===== src/rtl/dma5_pkg.sv =====
package dma5_pkg;

  typedef enum logic [1:0] {
    DIR_P2M = 2'd0,
    DIR_M2P = 2'd1,
    DIR_M2M = 2'd2
  } dir_e;

  typedef enum logic [1:0] {
    XS_IDLE  = 2'd0,
    XS_READ  = 2'd1,
    XS_WRITE = 2'd2
  } xstate_e;

  localparam int NFLAG   = 3;
  localparam int FL_HALF = 0;
  localparam int FL_DONE = 1;
  localparam int FL_ERR  = 2;

  localparam logic [1:0] SEL_SRC  = 2'd0;
  localparam logic [1:0] SEL_DST  = 2'd1;
  localparam logic [1:0] SEL_CNT  = 2'd2;
  localparam logic [1:0] SEL_CTRL = 2'd3;

  localparam int CB_EN   = 0;
  localparam int CB_DIR  = 1;
  localparam int CB_PRIO = 3;
  localparam int CB_SINC = 5;
  localparam int CB_DINC = 6;
  localparam int CB_CIRC = 7;
  localparam int CB_IE   = 8;

endpackage


===== src/rtl/dma5_chan.sv =====
module dma5_chan
  import dma5_pkg::*;
#(
  parameter int AW = 32,
  parameter int CW = 16,
  parameter int PW = 2
) (
  input  logic             clk,
  input  logic             rst_n,
  input  logic             cfg_we,
  input  logic [1:0]       cfg_sel,
  input  logic [AW-1:0]    cfg_wdata,
  input  logic             hw_req,
  input  logic             step,
  input  logic             fail,
  input  logic [NFLAG-1:0] flag_set,
  input  logic [NFLAG-1:0] flag_clr,
  output logic             elig_o,
  output logic [PW-1:0]    prio_o,
  output logic [AW-1:0]    src_o,
  output logic [AW-1:0]    dst_o,
  output logic [NFLAG-1:0] flags_o,
  output logic             irq_o,
  output logic             en_o
);

  logic [AW-1:0]    src_base_q, src_base_d, dst_base_q, dst_base_d;
  logic [AW-1:0]    src_cur_q, src_cur_d, dst_cur_q, dst_cur_d;
  logic [CW-1:0]    cnt_rld_q, cnt_rld_d, cnt_cur_q, cnt_cur_d;
  logic [CW-1:0]    cnt_dec;
  logic             en_q, en_d, sinc_q, sinc_d, dinc_q, dinc_d, circ_q, circ_d;
  dir_e             dir_q, dir_d;
  logic [PW-1:0]    prio_q, prio_d;
  logic [NFLAG-1:0] ie_q, ie_d, fl_q, fl_d;
  logic             upd;

  assign cnt_dec = cnt_cur_q - CW'(1);
  assign upd     = cfg_we | step | fail | (|flag_set) | (|flag_clr);

  always_comb begin
    src_base_d = src_base_q;
    dst_base_d = dst_base_q;
    src_cur_d  = src_cur_q;
    dst_cur_d  = dst_cur_q;
    cnt_rld_d  = cnt_rld_q;
    cnt_cur_d  = cnt_cur_q;
    en_d       = en_q;
    dir_d      = dir_q;
    prio_d     = prio_q;
    sinc_d     = sinc_q;
    dinc_d     = dinc_q;
    circ_d     = circ_q;
    ie_d       = ie_q;
    fl_d       = fl_q;
    if (step) begin
      cnt_cur_d = cnt_dec;
      if (sinc_q) src_cur_d = src_cur_q + AW'(1);
      if (dinc_q) dst_cur_d = dst_cur_q + AW'(1);
      if (cnt_dec == (cnt_rld_q >> 1)) fl_d[FL_HALF] = 1'b1;
      if (cnt_dec == '0) begin
        fl_d[FL_DONE] = 1'b1;
        if (circ_q) begin
          cnt_cur_d = cnt_rld_q;
          src_cur_d = src_base_q;
          dst_cur_d = dst_base_q;
        end else begin
          en_d = 1'b0;
        end
      end
    end
    if (fail) begin
      fl_d[FL_ERR] = 1'b1;
      en_d         = 1'b0;
    end
    fl_d = (fl_d & ~flag_clr) | flag_set;
    if (cfg_we) begin
      unique case (cfg_sel)
        SEL_SRC: begin
          src_base_d = cfg_wdata;
          src_cur_d  = cfg_wdata;
        end
        SEL_DST: begin
          dst_base_d = cfg_wdata;
          dst_cur_d  = cfg_wdata;
        end
        SEL_CNT: begin
          cnt_rld_d = cfg_wdata[CW-1:0];
          cnt_cur_d = cfg_wdata[CW-1:0];
        end
        default: begin
          en_d   = cfg_wdata[CB_EN];
          dir_d  = dir_e'(cfg_wdata[CB_DIR +: 2]);
          prio_d = cfg_wdata[CB_PRIO +: PW];
          sinc_d = cfg_wdata[CB_SINC];
          dinc_d = cfg_wdata[CB_DINC];
          circ_d = cfg_wdata[CB_CIRC];
          ie_d   = cfg_wdata[CB_IE +: NFLAG];
        end
      endcase
    end
  end

  always_ff @(posedge clk or negedge rst_n) begin
    if (!rst_n) begin
      src_base_q <= '0;
      dst_base_q <= '0;
      src_cur_q  <= '0;
      dst_cur_q  <= '0;
      cnt_rld_q  <= '0;
      cnt_cur_q  <= '0;
      en_q       <= 1'b0;
      dir_q      <= DIR_P2M;
      prio_q     <= '0;
      sinc_q     <= 1'b0;
      dinc_q     <= 1'b0;
      circ_q     <= 1'b0;
      ie_q       <= '0;
      fl_q       <= '0;
    end else if (upd) begin
      src_base_q <= src_base_d;
      dst_base_q <= dst_base_d;
      src_cur_q  <= src_cur_d;
      dst_cur_q  <= dst_cur_d;
      cnt_rld_q  <= cnt_rld_d;
      cnt_cur_q  <= cnt_cur_d;
      en_q       <= en_d;
      dir_q      <= dir_d;
      prio_q     <= prio_d;
      sinc_q     <= sinc_d;
      dinc_q     <= dinc_d;
      circ_q     <= circ_d;
      ie_q       <= ie_d;
      fl_q       <= fl_d;
    end
  end

  assign elig_o  = en_q && (cnt_cur_q != '0) && ((dir_q == DIR_M2M) || hw_req);
  assign prio_o  = prio_q;
  assign src_o   = src_cur_q;
  assign dst_o   = dst_cur_q;
  assign flags_o = fl_q;
  assign irq_o   = |(fl_q & ie_q);
  assign en_o    = en_q;

endmodule


===== src/rtl/dma5_arb.sv =====
module dma5_arb #(
  parameter int NCH = 5,
  parameter int PW  = 2,
  localparam int IW = (NCH > 1) ? $clog2(NCH) : 1
) (
  input  logic [NCH-1:0] elig_i,
  input  logic [PW-1:0]  prio_i [NCH],
  output logic           gnt_valid,
  output logic [IW-1:0]  gnt_idx
);

  logic [PW-1:0] best;

  always_comb begin
    gnt_valid = 1'b0;
    gnt_idx   = '0;
    best      = '0;
    for (int i = NCH - 1; i >= 0; i--) begin
      if (elig_i[i] && (!gnt_valid || (prio_i[i] >= best))) begin
        gnt_valid = 1'b1;
        gnt_idx   = IW'(i);
        best      = prio_i[i];
      end
    end
  end

endmodule


===== src/rtl/dma5_xfer.sv =====
module dma5_xfer
  import dma5_pkg::*;
#(
  parameter int NCH = 5,
  parameter int AW  = 32,
  parameter int DW  = 32,
  localparam int IW = (NCH > 1) ? $clog2(NCH) : 1
) (
  input  logic           clk,
  input  logic           rst_n,
  input  logic           gnt_valid,
  input  logic [IW-1:0]  gnt_idx,
  input  logic [AW-1:0]  src_i [NCH],
  input  logic [AW-1:0]  dst_i [NCH],
  output logic           m_valid,
  output logic           m_we,
  output logic [AW-1:0]  m_addr,
  output logic [DW-1:0]  m_wdata,
  input  logic           m_ready,
  input  logic [DW-1:0]  m_rdata,
  input  logic           m_err,
  output logic [NCH-1:0] step_o,
  output logic [NCH-1:0] fail_o
);

  xstate_e       st_q, st_d;
  logic [IW-1:0] ch_q, ch_d;
  logic [AW-1:0] raddr_q, raddr_d, waddr_q, waddr_d;
  logic [DW-1:0] data_q, data_d;
  logic          ce;

  always_comb begin
    st_d    = st_q;
    ch_d    = ch_q;
    raddr_d = raddr_q;
    waddr_d = waddr_q;
    data_d  = data_q;
    unique case (st_q)
      XS_IDLE: begin
        if (gnt_valid) begin
          st_d    = XS_READ;
          ch_d    = gnt_idx;
          raddr_d = src_i[gnt_idx];
          waddr_d = dst_i[gnt_idx];
        end
      end
      XS_READ: begin
        if (m_ready) begin
          if (m_err) begin
            st_d = XS_IDLE;
          end else begin
            st_d   = XS_WRITE;
            data_d = m_rdata;
          end
        end
      end
      default: begin
        if (m_ready) st_d = XS_IDLE;
      end
    endcase
  end

  assign ce = (st_q == XS_IDLE) ? gnt_valid : m_ready;

  always_ff @(posedge clk or negedge rst_n) begin
    if (!rst_n) begin
      st_q    <= XS_IDLE;
      ch_q    <= '0;
      raddr_q <= '0;
      waddr_q <= '0;
      data_q  <= '0;
    end else if (ce) begin
      st_q    <= st_d;
      ch_q    <= ch_d;
      raddr_q <= raddr_d;
      waddr_q <= waddr_d;
      data_q  <= data_d;
    end
  end

  assign m_valid = (st_q != XS_IDLE);
  assign m_we    = (st_q == XS_WRITE);
  assign m_addr  = (st_q == XS_WRITE) ? waddr_q : raddr_q;
  assign m_wdata = data_q;

  for (genvar c = 0; c < NCH; c++) begin : g_evt
    assign step_o[c] = (st_q == XS_WRITE) && m_ready && !m_err && (ch_q == IW'(c));
    assign fail_o[c] = (st_q != XS_IDLE) && m_ready && m_err && (ch_q == IW'(c));
  end

endmodule


===== src/rtl/dma5_engine.sv =====
module dma5_engine
  import dma5_pkg::*;
#(
  parameter int NCH = 5,
  parameter int AW  = 32,
  parameter int DW  = 32,
  parameter int CW  = 16,
  parameter int PW  = 2,
  localparam int CHW = (NCH > 1) ? $clog2(NCH) : 1,
  localparam int FW  = NCH * NFLAG
) (
  input  logic           clk,
  input  logic           rst_n,
  input  logic           cfg_wr,
  input  logic [CHW-1:0] cfg_ch,
  input  logic [1:0]     cfg_sel,
  input  logic [AW-1:0]  cfg_wdata,
  input  logic [FW-1:0]  flag_set,
  input  logic [FW-1:0]  flag_clr,
  input  logic [NCH-1:0] dreq,
  output logic [NCH-1:0] dack,
  output logic           m_valid,
  output logic           m_we,
  output logic [AW-1:0]  m_addr,
  output logic [DW-1:0]  m_wdata,
  input  logic           m_ready,
  input  logic [DW-1:0]  m_rdata,
  input  logic           m_err,
  output logic [FW-1:0]  flags,
  output logic [NCH-1:0] irq,
  output logic [NCH-1:0] chan_en
);

  logic           rst_s1, rst_s2, core_rst_n;
  logic [NCH-1:0] elig, step_vec, fail_vec;
  logic [PW-1:0]  prio_arr [NCH];
  logic [AW-1:0]  src_arr  [NCH];
  logic [AW-1:0]  dst_arr  [NCH];
  logic           gnt_valid;
  logic [CHW-1:0] gnt_idx;

  always_ff @(posedge clk or negedge rst_n) begin
    if (!rst_n) begin
      rst_s1 <= 1'b0;
      rst_s2 <= 1'b0;
    end else begin
      rst_s1 <= 1'b1;
      rst_s2 <= rst_s1;
    end
  end
  assign core_rst_n = rst_s2;

  for (genvar c = 0; c < NCH; c++) begin : g_ch
    dma5_chan #(.AW(AW), .CW(CW), .PW(PW)) u_chan (
      .clk       (clk),
      .rst_n     (core_rst_n),
      .cfg_we    (cfg_wr && (cfg_ch == CHW'(c))),
      .cfg_sel   (cfg_sel),
      .cfg_wdata (cfg_wdata),
      .hw_req    (dreq[c]),
      .step      (step_vec[c]),
      .fail      (fail_vec[c]),
      .flag_set  (flag_set[c*NFLAG +: NFLAG]),
      .flag_clr  (flag_clr[c*NFLAG +: NFLAG]),
      .elig_o    (elig[c]),
      .prio_o    (prio_arr[c]),
      .src_o     (src_arr[c]),
      .dst_o     (dst_arr[c]),
      .flags_o   (flags[c*NFLAG +: NFLAG]),
      .irq_o     (irq[c]),
      .en_o      (chan_en[c])
    );
  end

  dma5_arb #(.NCH(NCH), .PW(PW)) u_arb (
    .elig_i    (elig),
    .prio_i    (prio_arr),
    .gnt_valid (gnt_valid),
    .gnt_idx   (gnt_idx)
  );

  dma5_xfer #(.NCH(NCH), .AW(AW), .DW(DW)) u_xfer (
    .clk       (clk),
    .rst_n     (core_rst_n),
    .gnt_valid (gnt_valid),
    .gnt_idx   (gnt_idx),
    .src_i     (src_arr),
    .dst_i     (dst_arr),
    .m_valid   (m_valid),
    .m_we      (m_we),
    .m_addr    (m_addr),
    .m_wdata   (m_wdata),
    .m_ready   (m_ready),
    .m_rdata   (m_rdata),
    .m_err     (m_err),
    .step_o    (step_vec),
    .fail_o    (fail_vec)
  );

  assign dack = step_vec;

endmodule


===== config.mk =====
export PLATFORM = sky130hd
export DESIGN_NAME = dma5_engine
export DESIGN_NICKNAME = d
export VERILOG_FILES = /design/src/rtl/dma5_pkg.sv /design/src/rtl/dma5_chan.sv /design/src/rtl/dma5_arb.sv /design/src/rtl/dma5_xfer.sv /design/src/rtl/dma5_engine.sv
export SDC_FILE = /design/constraint.sdc
export NUM_CORES = 2
export LEC_CHECK = 0
export BUFFER_PORTS_ARGS = -buffer_cell sky130_fd_sc_hd__buf_2
export CAP_MARGIN = 20
export CORE_MARGIN = 3
export CORE_UTILIZATION = 43
export CTS_CLUSTER_DIAMETER = 50
export DETAILED_ROUTE_END_ITERATION = 7
export PLACE_DENSITY = 0.69
export SLEW_MARGIN = 20
export SYNTH_ARGS = -nofsm -noshare
export SYNTH_HDL_FRONTEND = slang
export SYNTH_SLANG_ARGS = --single-unit

===== constraint.sdc =====
create_clock -name clk -period 40.9 [get_ports clk]
set_input_delay 8.18 -clock clk [delete_from_list [all_inputs] [get_ports clk]]
set_output_delay 8.18 -clock clk [all_outputs]
set_load 0.01 [all_outputs]

**Word level (Yosys, flattened, before mapping)**

Cells that the tools add are included.

- $add $sub $neg: 15
- Magnitude comparators: 5
- Equality and inequality tests: 24
- Muxes and demuxes: 162
- Bitwise gates (word level): 43
- Reduce and logical (&&, ||, !) cells: 102

Operators with widths:

| operator | number |
|---|---|
| 32-bit 2-to-1 mux | 65 |
| 16-bit 2-to-1 mux | 25 |
| 32-bit by 1-bit adder with 32-bit output (second input constant) | 10 |
| 32-bit binary-select mux with 3-bit select | 2 |
| 16-bit by 15-bit == test with 1-bit output | 5 |
| 16-bit logical NOT | 5 |
| 16-bit nonzero test | 5 |
| 16-bit by 1-bit subtractor with 16-bit output (second input constant) | 5 |
| 3-bit AND reduction | 21 |
| 1-bit 2-to-1 mux | 51 |
| 3-bit OR reduction | 16 |
| 1-bit logical AND | 33 |
| 3-bit AND | 10 |
| 2-bit 2-to-1 mux | 13 |
| 1-bit bitwise OR | 20 |
| 3-bit 2-to-1 mux | 5 |
| 3-bit NOT | 5 |
| 3-bit bitwise OR | 5 |
| 2-bit == test (second input constant) | 7 |
| 3-bit by 2-bit == test with 1-bit output (second input constant) | 4 |
| 1-bit logical OR | 9 |
| 2-bit >= comparator | 4 |
| 4-bit AND reduction | 2 |
| 3-bit by 1-bit == test with 1-bit output (second input constant) | 2 |
| 12 further kinds | 22 |

- Bits in registers: 973
- Input port bits: 109
- Output and inout bits: 96

**Depth between registers and ports, before layout**

- Depth in word-level cells: 24
- Gate-level depth with buffers: 36

**Cells and area by module**

Synthesis repeated with hierarchy kept, for this count alone.

- Cell total of the unflattened synthesis: 6352
- Area total of the unflattened synthesis: 55848.6 sq um

By module, submodules not included:

| module | times used | cells an instance | area each (sq um) | sequential area each (sq um) |
|---|---|---|---|---|
| dma5_chan at g_ch[1].u_chan ... | 2 | 1179 | 9808.2 | 4354.2 |
| dma5_chan at g_ch[0].u_chan | 1 | 1189 | 9933.3 | 4354.2 |
| dma5_chan at g_ch[4].u_chan | 1 | 1154 | 9830.7 | 4354.2 |
| dma5_chan at g_ch[3].u_chan | 1 | 1158 | 9810.7 | 4354.2 |
| dma5_xfer | 1 | 431 | 6154.7 | 2527.4 |
| dma5_arb | 1 | 54 | 385.4 | 0.0 |
| dma5_engine | 1 | 8 | 117.6 | 50.0 |

**Worst setup path before layout**

No wires, ideal clock.

- Kind: input to output
- Start point: in m_err
- End point: out dack[2]
- Data arrival time: 9.859 ns
- Setup slack: 22.861 ns
- Cell stages on the path: 8
- Path buffers: 4
- Cells stage by stage: nand2b_1 -> nor3_1 -> nand2_1 -> inv_1 -> clkbuf_1 -> clkbuf_1 -> clkbuf_1 -> buf_4

- Longest elaborated chain between the ends: 3

RTL lines:

| element | line | source |
|---|---|---|
| start, declared | dma5_engine.sv:28 | `input logic m_err,` |
| 1-bit logical NOT | dma5_xfer.sv:87 | `assign step_o[c] = (st_q == XS_WRITE) && m_ready && !m_err && (ch_q == IW'(c));` |
| 1-bit logical AND (2 in a row) | dma5_xfer.sv:87 |  |
| end, declared | dma5_engine.sv:21 | `output logic [NCH-1:0] dack,` |

Every way passes these cells.

**Final worst setup path**

- Start point: in m_ready
- End point: out dack[1]

- Longest elaborated chain between the ends: 3

RTL lines:

| element | line | source |
|---|---|---|
| start, declared | dma5_engine.sv:26 | `input logic m_ready,` |
| 1-bit logical AND (3 in a row) | dma5_xfer.sv:87 |  |

Every way passes these cells.

==> results.txt <==
Clock transition at the registers of the reported paths: 0.05 ns
Crit path max-delay family: buffers and inverters
Share of layout cells above drive strength 1: 11.7%
Final min period: 17.96 ns
FF-to-FF setup slack: 32.17 ns
Max-cap violations: 0
Residual DRC: 0
Drt initial violations: 7860
Ports: 205
Slew Limit Headroom: 17.9%
Clock Skews: 0.0407 ns
Yosys warnings: 0
Primary FF master, synth: dfrtp_1
Gr usage total: 33.1%
Grt total ovfl: 0
R2r startpoint: g_ch[4].u_chan.cnt_cur_q[0]
Async SR Flop Fraction: 100%
Cts hold-fix bufs: 0
Avg Cell Area, Syn: 8.27 µm²
Flop and latch count out of synthesis: 973
First-pass GRT wire length: 332 mm
CTS Sinks: 973
First drt pass iteration count: 6
Pleak: 27.2 nW
Total negative setup slack: 0 ns
Netlist Area Pre-Place: 55500 µm²
Post-CTS sizing: 0
Input/output buffers: 204
FILL cells: 12100
Fin cells: 8403
EDFF count, synth: 0
Min-Delay Path Class: reg -> reg
WP depth: 7
Detail Route Antenna Nets: 0
Num rows: 131
Post-Route Utilization: 48.5%
Dpl hpwl: 147 mm
Crit path max fanout: 51
Hold EP: core_rst_n
Gate count of the mapped netlist: 6719
Initial Util: 43.4%
Reg2reg end: u_xfer.raddr_q[4]
Vias in the first global route: 50100
Commonest non-fill, non-tap cell in the layout: nand2_1
DIE HEIGHT: 365 µm
Vias post-DR: 54300
Most frequent cells in the layout: nand2_1, dfrtp_1, o21ai_0, nor2_1, a21oi_1
CTS max path bufs: 3
Kind of critical path: in -> out
R2r worst-path depth: 33
Area Growth Syn to Fin: 11.5%
Status: complete, no violations
Vias per std cell: 6.46
RSZ-0062 raised after global routing: no
TritonCTS buffer count: 131
Fin. max-slew vios: 0
WP data required: 32.72 ns
Design Power: 3.49 mW
Hold_sp: rst_s1
Critical path startpoint category: input port
Die area: 134000 µm²
Critical Path Sink Type: output pin
CP bufs+invs: 4
Synth Net Count: 6861
Setup Fix Bufs, Post-CTS: 0
# nets final: 6766
Slew @ Worst Pin: 1.23 ns
CP most frequent cell: buf_2
Root Buffer: clkbuf_16
Power Density: 56.3 nW/µm²
Post-synth cell types: 96
FMAX: 0.0557 GHz
Core ar.: 128000 µm²
Final hold vios: 0
WL per Instance: 26.8 µm
Clk_lat worst skew: 0.78 ns
Sequential area share after synthesis: 43.8%
CTS tree: yes
Total Wirelength: 225 mm
DIE WIDTH: 365 µm
Min-Delay Path Depth: 0
Max stage delay on crit path: 0.49 ns
Crit path DAT: 9.78 ns
Largest net degree at the start of global routing: 163
Placed insts: 8149
Setup violators final: 0
Crit path cell chain: buf_2, nand2b_1, nor3_1, nand2_2, inv_2, buf_4, buf_2
Worst-path cell with the longest stage delay: buf_4
Worst vdd ir: 0.0416 mV
Final cycle utilization of the critical path: 43.9%
Initial antenna violation count: 13
Placer congestion estimate: 1.02
CTS H-tree depth: 4
## registers in the layout (all words and copies together) (netlist names)
| name | flops |
|---|---|
| g_ch.u_chan.dst_base_q | 160 |
| g_ch.u_chan.dst_o | 160 |
| g_ch.u_chan.src_base_q | 160 |
| g_ch.u_chan.src_o | 160 |
| g_ch.u_chan.cnt_cur_q | 80 |
| g_ch.u_chan.cnt_rld_q | 80 |
| u_xfer.m_wdata | 32 |
| u_xfer.raddr_q | 32 |
| u_xfer.waddr_q | 32 |
| g_ch.u_chan.flags_o | 15 |
| g_ch.u_chan.ie_q | 15 |
| g_ch.u_chan.dir_q | 10 |
| g_ch.u_chan.prio_o | 10 |
| g_ch.u_chan.circ_q | 5 |
| g_ch.u_chan.dinc_q | 5 |
| g_ch.u_chan.en_o | 5 |
| g_ch.u_chan.sinc_q | 5 |
| u_xfer.ch_q | 3 |
| u_xfer.st_q | 2 |
| core_rst_n | 1 |
| rst_s1 | 1 |
## cells in the mapped netlist (46+ instances only)
| cell type | count | share of area, % |
|---|---|---|
| dfrtp_1 | 973 | 44 |
| o21ai_1 | 126 | 1.1 |
| nand2_1 | 1612 | 11 |
| nor3_1 | 123 | 1.1 |
| o211ai_1 | 112 | 1.5 |
| nand3_1 | 224 | 2.0 |
| buf_1 | 46 | 0.31 |
| nor2_1 | 428 | 2.9 |
| nor4_1 | 54 | 0.61 |
| o21ai_0 | 488 | 4.4 |
| buf_2 | 80 | 0.72 |
| and3_1 | 95 | 1.1 |
| inv_1 | 77 | 0.52 |
| or3_1 | 52 | 0.59 |
| xnor2_1 | 90 | 1.4 |
| a31oi_1 | 54 | 0.61 |
| a22oi_1 | 112 | 1.5 |
| nand4_1 | 97 | 1.1 |
| mux2_2 | 147 | 3.0 |
| o31ai_1 | 92 | 1.2 |
| xor2_1 | 56 | 0.88 |
| o22ai_1 | 74 | 0.83 |
| clkbuf_1 | 388 | 2.6 |
| a21oi_1 | 302 | 2.7 |
| a211oi_1 | 74 | 1.0 |
## worst reg2reg max path: cells and delay by family, from the launching register on
family / cells / cell delay [ns]
compound gates: 12 / 2.18
fa+ha+maj: 5 / 1.23
buf+inv: 4 / 2.03
flops: 1 / 0.50
mux: 1 / 0.39
simple gates: 11 / 2.31
## where the power goes
group          internal [mW]  switching (mW)  leakage [nW]
Combinational          0.346           0.545          12.6
Sequential              1.16           0.255          12.4
Clock                  0.704           0.477          2.14
## through the flow
| step | hold slack, ns | setup slack [ns] | cell area, µm² |
|---|---|---|---|
| floorplan | 0.331 | 11.77 | 55500 |
| global placement | 0.337 | 23.05 | 57400 |
| detailed placement | 0.339 | 23.00 | 57400 |
| CTS | 0.349 | 23.00 | 61800 |
| global route | 0.375 | 22.88 | 61900 |
| finish | 0.346 | 22.94 | 61900 |
## layout make-up
class,instances,area [µm²],area share [%]
Sequential cell,973,24400,39.3
Clock buffer,170,3670,5.93
Timing Repair Buffer,321,1980,3.20
Clock inverter,69,767,1.24
Tap cell,1662,2080,3.36
Inverter,79,297,0.479
Multi-Input combinational cell,5118,28800,46.4
Antenna cell,11,27.5,0.0444
## how the worst max path moves through the flow
stage	slack [ns]	endpoint	startpoint
final	22.94	dack[1]	m_ready
after global routing	22.88	dack[1]	m_ready
after CTS	23.00	dack[1]	m_ready
after detailed placement	23.00	dack[1]	m_ready
after global placement	23.05	dack[1]	m_ready
after floorplan	11.77	g_ch[0].u_chan.circ_q	core_rst_n
## kinds of logic after synthesis
| family | share of synthesized area, % |
|---|---|
| flops | 43.8 |
| simple gates | 23.7 |
| xor+xnor | 2.33 |
| compound gates | 20.9 |
| buf+inv | 4.76 |
| other cells | 0.00675 |
| fa+ha+maj | 0.743 |
| mux | 3.75 |
## routing by layer
layer	vias up	part of all wire [%]	track usage, %
li1	23800	-	-
met2	3390	41	46.3
met1	26400	39	44.4
met4	4	8.5	23.9
met5	-	0.011	0
met3	703	12	8.20
Power figures use the tool's default switching activity.
